**config.mk**
```make
export PLATFORM = sky130hd
export DESIGN_NAME = bidir_line_arbiter
export DESIGN_NICKNAME = d
export VERILOG_FILES = /design/src/rtl/bla_pkg.sv /design/src/rtl/bla_sampler.sv /design/src/rtl/bla_lane.sv /design/src/rtl/bidir_line_arbiter.sv
export SDC_FILE = /design/constraint.sdc
export NUM_CORES = 1
export LEC_CHECK = 0
export ABC_AREA = 1
export BUFFER_PORTS_ARGS = -buffer_cell sky130_fd_sc_hd__buf_2
export CORE_UTILIZATION = 40
export DETAILED_ROUTE_END_ITERATION = 7
export GPL_TIMING_DRIVEN = 0
export PLACE_DENSITY_LB_ADDON = 0.08
export SETUP_SLACK_MARGIN = 0.05
export SYNTH_ARGS = -nofsm -noshare
export SYNTH_HDL_FRONTEND = slang
export SYNTH_HIERARCHICAL = 1
export SYNTH_SLANG_ARGS = --single-unit
export TNS_END_PERCENT = 10
```
**constraint.sdc**
```tcl
create_clock -name clk -period 1.9 [get_ports clk]
set_input_delay 0.19 -clock clk [delete_from_list [all_inputs] [get_ports clk]]
set_output_delay 0.19 -clock clk [all_outputs]
set_load 0.005 [all_outputs]
```
**src/rtl/bla_pkg.sv**
```systemverilog
package bla_pkg;
  typedef enum logic [2:0] {
    ST_OFF,
    ST_IDLE,
    ST_HOST_LEAD,
    ST_CARD_LEAD,
    ST_PU_CARD,
    ST_PU_HOST,
    ST_SETTLE
  } lane_state_t;
endpackage

```
**src/rtl/bla_sampler.sv**
```systemverilog
module bla_sampler #(
  parameter int NCH = 3
) (
  input  logic           clk,
  input  logic           rst,
  input  logic [NCH-1:0] host_in,
  input  logic [NCH-1:0] card_in,
  output logic [NCH-1:0] host_s,
  output logic [NCH-1:0] card_s
);
  // One sampling register per line; lines rest high so reset to 1.
  for (genvar i = 0; i < NCH; i++) begin : g_smp
    always_ff @(posedge clk) begin
      if (rst) begin
        host_s[i] <= 1'b1;
        card_s[i] <= 1'b1;
      end else begin
        host_s[i] <= host_in[i];
        card_s[i] <= card_in[i];
      end
    end
  end
endmodule

```
**src/rtl/bla_lane.sv**
```systemverilog
module bla_lane
  import bla_pkg::*;
#(
  parameter int PU_CYCLES = 3,
  parameter int IDLE_HIGH = 2
) (
  input  logic clk,
  input  logic rst,
  input  logic en,
  input  logic host_s,
  input  logic card_s,
  output logic host_drv_lo,
  output logic card_drv_lo,
  output logic host_pu,
  output logic card_pu
);
  localparam int PW = (PU_CYCLES > 1) ? $clog2(PU_CYCLES) : 1;
  localparam int QW = $clog2(IDLE_HIGH + 1);
  localparam logic [PW-1:0] PU_LOAD = PW'(PU_CYCLES - 1);
  localparam logic [QW-1:0] Q_LAST  = QW'(IDLE_HIGH - 1);

  lane_state_t st, st_nx;
  logic [PW-1:0] pc, pc_nx;
  logic [QW-1:0] qc, qc_nx;
  logic both_hi;

  assign both_hi = host_s & card_s;

  always_comb begin
    st_nx = st;
    pc_nx = pc;
    qc_nx = qc;
    if (!en) begin
      st_nx = ST_OFF;
    end else begin
      case (st)
        ST_OFF: begin
          st_nx = ST_SETTLE;
          qc_nx = '0;
        end
        ST_IDLE: begin
          // host side is checked first: it wins a same-edge tie
          if (!host_s)      st_nx = ST_HOST_LEAD;
          else if (!card_s) st_nx = ST_CARD_LEAD;
        end
        ST_HOST_LEAD: begin
          if (host_s) begin
            st_nx = ST_PU_CARD;
            pc_nx = PU_LOAD;
          end
        end
        ST_CARD_LEAD: begin
          if (card_s) begin
            st_nx = ST_PU_HOST;
            pc_nx = PU_LOAD;
          end
        end
        ST_PU_CARD, ST_PU_HOST: begin
          if (pc == '0) begin
            st_nx = ST_SETTLE;
            qc_nx = '0;
          end else begin
            pc_nx = pc - 1'b1;
          end
        end
        ST_SETTLE: begin
          if (!both_hi)          qc_nx = '0;
          else if (qc == Q_LAST) st_nx = ST_IDLE;
          else                   qc_nx = qc + 1'b1;
        end
        default: st_nx = ST_OFF;
      endcase
    end
  end

  // Outputs registered from the next state so they move with the state.
  always_ff @(posedge clk) begin
    if (rst) begin
      st          <= ST_OFF;
      pc          <= '0;
      qc          <= '0;
      host_drv_lo <= 1'b0;
      card_drv_lo <= 1'b1;
      host_pu     <= 1'b0;
      card_pu     <= 1'b0;
    end else begin
      st          <= st_nx;
      pc          <= pc_nx;
      qc          <= qc_nx;
      host_drv_lo <= (st_nx == ST_CARD_LEAD);
      card_drv_lo <= (st_nx == ST_HOST_LEAD) || (st_nx == ST_OFF);
      host_pu     <= (st_nx == ST_PU_HOST);
      card_pu     <= (st_nx == ST_PU_CARD);
    end
  end
endmodule

```
**src/rtl/bidir_line_arbiter.sv**
```systemverilog
module bidir_line_arbiter #(
  parameter int NCH       = 3,
  parameter int PU_CYCLES = 3,
  parameter int IDLE_HIGH = 2
) (
  input  logic           clk,
  input  logic           rst,
  input  logic [NCH-1:0] chan_en,
  input  logic [NCH-1:0] host_in,
  input  logic [NCH-1:0] card_in,
  output logic [NCH-1:0] host_drv_lo,
  output logic [NCH-1:0] card_drv_lo,
  output logic [NCH-1:0] host_pu,
  output logic [NCH-1:0] card_pu
);
  logic [NCH-1:0] host_s, card_s;

  bla_sampler #(.NCH(NCH)) u_smp (
    .clk    (clk),
    .rst    (rst),
    .host_in(host_in),
    .card_in(card_in),
    .host_s (host_s),
    .card_s (card_s)
  );

  for (genvar i = 0; i < NCH; i++) begin : g_lane
    bla_lane #(.PU_CYCLES(PU_CYCLES), .IDLE_HIGH(IDLE_HIGH)) u_lane (
      .clk        (clk),
      .rst        (rst),
      .en         (chan_en[i]),
      .host_s     (host_s[i]),
      .card_s     (card_s[i]),
      .host_drv_lo(host_drv_lo[i]),
      .card_drv_lo(card_drv_lo[i]),
      .host_pu    (host_pu[i]),
      .card_pu    (card_pu[i])
    );
  end
endmodule

```
Word level (Yosys, flattened, before mapping) --
Cells that the tools add are included.
Cells by class: add/sub/neg operators 6, bitwise gates (word level) 3, equality and inequality tests 48, reductions and logical operators 27, muxes and demuxes 51
Operators by type and width (count):
- $mux 3 | 24
- $pmux 3 s6 | 3
- $eq 3x3->1 const B | 15
- $eq 3x2->1 const B | 12
- $mux 2 | 18
- $pmux 2 s3 | 6
- $logic_not 3->1 | 6
- $ne 2x2->1 const B | 9
- $reduce_bool 3->1 | 6
- $reduce_and 5->1 | 3
- $reduce_and 4->1 | 3
- $eq 3x1->1 const B | 3
- $ne 3x3->1 const B | 3
- $add 2x1->2 const B | 3
- $eq 2x1->1 const B | 3
- $logic_not 2->1 | 3
- $ne 2x1->1 const B | 3
- $reduce_or 2->1 | 3
- $sub 2x1->2 const B | 3
- $and 1x1->1 | 3
- $logic_or 1x1->1 | 3
Word-level totals: output and inout port bits 12, register bits 39

Longest topological paths before layout --
depth after elaboration 7, depth in mapped cells 10

By module --
The synthesis kept the hierarchy.
Modules (own cells, without submodules):
- bla_lane at g_lane[1].u_lane ... | times used 2, cells each 95, sequential area each 220.2 um^2, area each 583.1 um^2
- bla_lane at g_lane[0].u_lane | times used 1, cells each 93, sequential area each 220.2 um^2, area each 645.6 um^2
- bla_sampler | times used 1, cells each 19, sequential area each 120.1 um^2, area each 168.9 um^2

Worst setup path after synthesis --
OpenSTA, ideal clock, no wires.
kind flip-flop to flip-flop, start point reg g_lane[1].u_lane.pc[0], end point reg g_lane[1].u_lane.pc[0], arrival time 1128 ps, library setup time 113 ps, period minus slack after synthesis 1240 ps, cell stages (with the launch flop) 9, data required time 1787 ps, setup slack 660 ps, cells stage by stage dfxtp_1 > inv_1 > ha_1 > o21ai_0 > nand2_1 > nor2_1 > nand2_1 > nand2_1 > nor2_1
On the way: longest elaborated chain between the ends 3, elaborated cells on any way between the ends 6, classes of those cells 1 x add/sub; 1 x eq/ne; 2 x mux; 2 x reduce/logical
Ends and longest elaborated chain:
- from (decl) | RTL line bla_lane.sv:23 | logic [PW-1:0] pc, pc_nx;
- from (signal assigned) | RTL line bla_lane.sv:88 | pc <= pc_nx;
- $sub 2x1->2 or $logic_not 2->1 (tied branches) | RTL line bla_lane.sv:63, bla_lane.sv:59
- $mux 2 or $ne 2x2->1 (tied branches)
- $pmux 2 s3 or $reduce_and 5->1 (tied branches)
Several ways; a longest one is shown, not always the timed one. The select of a mux whose other input is x is not followed. A chain may end at the register's enable or synchronous reset.

Worst setup path in the final report --
start point reg g_lane[2].u_lane.pc[0], end point reg g_lane[2].u_lane.pc[1]
On the way: longest elaborated chain between the ends 3, elaborated cells on any way between the ends 6, classes of those cells 1 x add/sub; 1 x eq/ne; 2 x mux; 2 x reduce/logical
Ends and longest elaborated chain (RTL line):
- from (decl) | bla_lane.sv:23
- from (signal assigned) | bla_lane.sv:88
- $sub 2x1->2 or $logic_not 2->1 (tied branches) | bla_lane.sv:63, bla_lane.sv:59
- $mux 2 or $ne 2x2->1 (tied branches)
- $pmux 2 s3 or $reduce_and 5->1 (tied branches)
Several ways; a longest one is shown, not always the timed one. The select of a mux whose other input is x is not followed.

==> metrics.md <==
| Metric | Value |
|---|---|
| RSZ-0062 raised after global routing | `no` |
| DPL Wire Length | `2972 µm` |
| Cell variety after synth | `20` |
| Maxcap violations | `0` |
| Share of cells above drive strength 1 | `between 15 and 20%` |
| Synthesis-to-finish area growth | `15.48%` |
| Core ar. | `4755 µm²` |
| Final hold violation count | `0` |
| Synth area leader | `dfxtp_1` |
| Final wirelength | `3886 µm` |
| Crit Reg-Reg Startpoint | `g_lane[2].u_lane/pc[0]` |
| Clk root buf | `clkbuf_8` |
| Crit Reg-Reg Endpoint | `g_lane[2].u_lane/pc[1]` |
| PwrDens | `792.0 nW/µm²` |
| Number of global-route vias before repair | `1640` |
| Clock latency on the worst-skew pair | `a little under 300 ps` |
| Die Width | `72.37 µm` |
| Final #Nets | `348` |
| CP Class | `flip-flop to flip-flop` |
| Reg clk slew, reported paths | `~80 ps` |
| Slew HR | `78.79%` |
| Syn Std Cell Area | `1981 µm²` |
| Routed Antenna Nets | `0` |
| Die height | `72.37 µm` |
| Fillers | `520` |
| Largest net degree at the start of global routing | `14` |
| Most frequent cells in the layout | `nand2_1, nor2_1, inv_1` |
| Total GRT Usage | `~16%` |
| Initial antenna violation count | `0` |
| #FFs+latches synth | `39` |
| Sequential area share after synthesis | `39.42%` |
| TritonCTS clock tree | `done` |
| Antenna cells | `0` |
| Drt initial violations | `100` |
| GRT met2 Usage | `27.21%` |
| # clock sinks | `39` |
| Final setup skew | `between 3 and 4 ps` |
| Vias | `1840` |
| IO Pins | `23` |
| Max IR drop VDD | `0.3163 mV` |
| Setup_tns | `0 ps` |
| Syn. warnings | `6` |
| Initial Util | `41.66%` |
| Net Count, Synth | `around 320` |
| Worst Hold Depth | `3` |
| M1 GR Usage | `between 20 and 25%` |
| Max FO, Critical Path | `4` |
| Final setup violation count | `0` |
| Fin cells | `399` |
| Drt pass-1 iters | `4` |
| Slew @ Worst Pin | `317.7 ps` |
| Hold Path End | `u_smp/host_s[0]` |
| Critical path launch point type | `flip-flop` |
| Final RePlAce weighted congestion | `0.8474` |
| Top Usage Layer GRT | `met2` |
| Wirelength per Cell | `9.739 µm` |
| Worst Reg-to-Reg Cells | `8` |
| Total congestion overflow | `0` |
| Commonest non-fill, non-tap cell in the layout | `nand2_1` |
| Tcrit/Tclk final | `76.33%` |
| IO buf count | `22` |
| Postcts setup bufs | `0` |
| Worst hold path class | `primary input to flip-flop` |
| Slew Limit Fails | `0` |
| Leakage | `between 0.001 and 0.0015 µW` |
| H-tree levels | `2` |
| Number of remaining DRC errors | `0` |
| Status | `complete, no violations` |
| Die area | `5237 µm²` |
| Resize count post-CTS | `0` |
| Critical Path Sink Type | `flip-flop` |
| Critical Path RT | `2100 ps` |
| First-pass GRT wire length | `6706 µm` |
| Num rows | `25` |
| Synth top area share | `roughly two fifths` |
| Mean area per synthesized cell | `between 6 and 7 µm²` |
| CTS buffer count | `5` |
| Mapped Cells | `302` |
| Fmax | `around 690 MHz` |
| Met3 usage | `4.861%` |
| Hold Buf Count CTS | `0` |
| DP Cell Count | `slightly below 400` |
| CP arrival | `1650 ps` |
| Drt via density | `between 4 and 5` |
| FF-to-FF setup slack | `about 450 ps` |
| Tmin final | `1450 ps` |
| Clock Path Buffers | `2` |
| Dominant cells by area after synthesis | `dfxtp_1, nand2_1, nor2_1, inv_1, nand3_1` |
| Hold_sp | `host_in[0]` |
-- where the power goes --
part	switching, µW	leakage [µW]	internal, µW
logic	145	0.000762	79.5
clock network	311	0.0000581	391
registers	32.0	0.000319	853
total	487	0.00114	1320
-- area by class of cell --
class / count / area, µm² / share of cell area, %
clock buffer: 5 / 68.82 / 3.009
clock inverter: 3 / 43.79 / 1.915
inverter: 54 / 202.7 / 8.862
multi-input combinational: 209 / 997.2 / 43.60
sequential: 39 / 780.7 / 34.14
tap: 67 / 83.83 / 3.665
timing repair buffer: 22 / 110.1 / 4.814
-- worst max-delay path by stage --
stage / depth (start not counted) / end / start
2_1_floorplan: 8 / g_lane[1].u_lane/pc[0] / g_lane[1].u_lane/pc[0]
3_3_place_gp: 8 / g_lane[2].u_lane/pc[0] / g_lane[2].u_lane/pc[0]
3_5_place_dp: 8 / g_lane[2].u_lane/pc[1] / g_lane[2].u_lane/pc[0]
4_1_cts: 8 / g_lane[2].u_lane/pc[1] / g_lane[2].u_lane/pc[0]
5_1_grt: 8 / g_lane[1].u_lane/pc[0] / g_lane[1].u_lane/pc[0]
6_report: 8 / g_lane[2].u_lane/pc[1] / g_lane[2].u_lane/pc[0]
-- layer usage --
layer / vias up / share of wire [%]
met5: - / 0
met4: 0 / 1.6
met3: 7 / 4.4
met2: 29 / 45
met1: 812 / 49
li1: 992 / -
-- per-stage QoR --
step | setup slack [ps] | power (µW) | hold slack, ps | utilization [%] | area, µm²
6_report | 449.8 | 1811 | 66.77 | 48.11 | 2287
5_1_grt | 279.0 | 1920 | 55.06 | 48.11 | 2287
4_1_cts | 462.6 | 1844 | 56.95 | 48.11 | 2287
3_5_place_dp | 490.9 | 1129 | 372.2 | 45.74 | 2175
3_3_place_gp | 467.2 | 1130 | 371.4 | 45.74 | 2175
2_1_floorplan | 659.6 | 1065 | 259.1 | - | 1981
-- worst max-delay path, cell delays in order, from the launching register on --
cell and delay, ps:
dfxtp_1 330, inv_1 60, ha_1 210, o21ai_0 240, nand2_1 100, nor2_1 240, nand2_1 80, nand2_1 60
nor2_1 30
-- state kept, by name, summed over array words and instances (netlist names) --
name and flops:
g_lane.u_lane/pc 6, u_smp/card_s 3, g_lane.u_lane/card_drv_lo 3, g_lane.u_lane/host_drv_lo 3, u_smp/host_s 3, g_lane.u_lane/st 9
g_lane.u_lane/host_pu 3, g_lane.u_lane/card_pu 3, g_lane.u_lane/qc 6
-- cells in the mapped netlist --
library cell	n
nand2_1	75
nor2_1	53
inv_1	48
dfxtp_1	39
nand3_1	27
o21ai_0	9
nor2_2	7
a21oi_1	6
ha_1	6
inv_2	6
nand4_1	6
nand2_2	5
nor3_1	5
nand3_2	2
o21a_1	2
o21ai_1	2
a21oi_2	1
nor2_4	1
nor2_8	1
o21ai_2	1
-- cell families (layout without fill, tap and decap cells) --
logic type / count (synthesis) / after routing / share of synthesized area [%]
buf+inv: 54 / 84 / 10.23
flops: 39 / 39 / 39.42
fa+ha+maj: 6 / 6 / 3.790
simple gates: 182 / 182 / 40.62
compound gates: 21 / 21 / 5.938
Power figures use the tool's default switching activity.
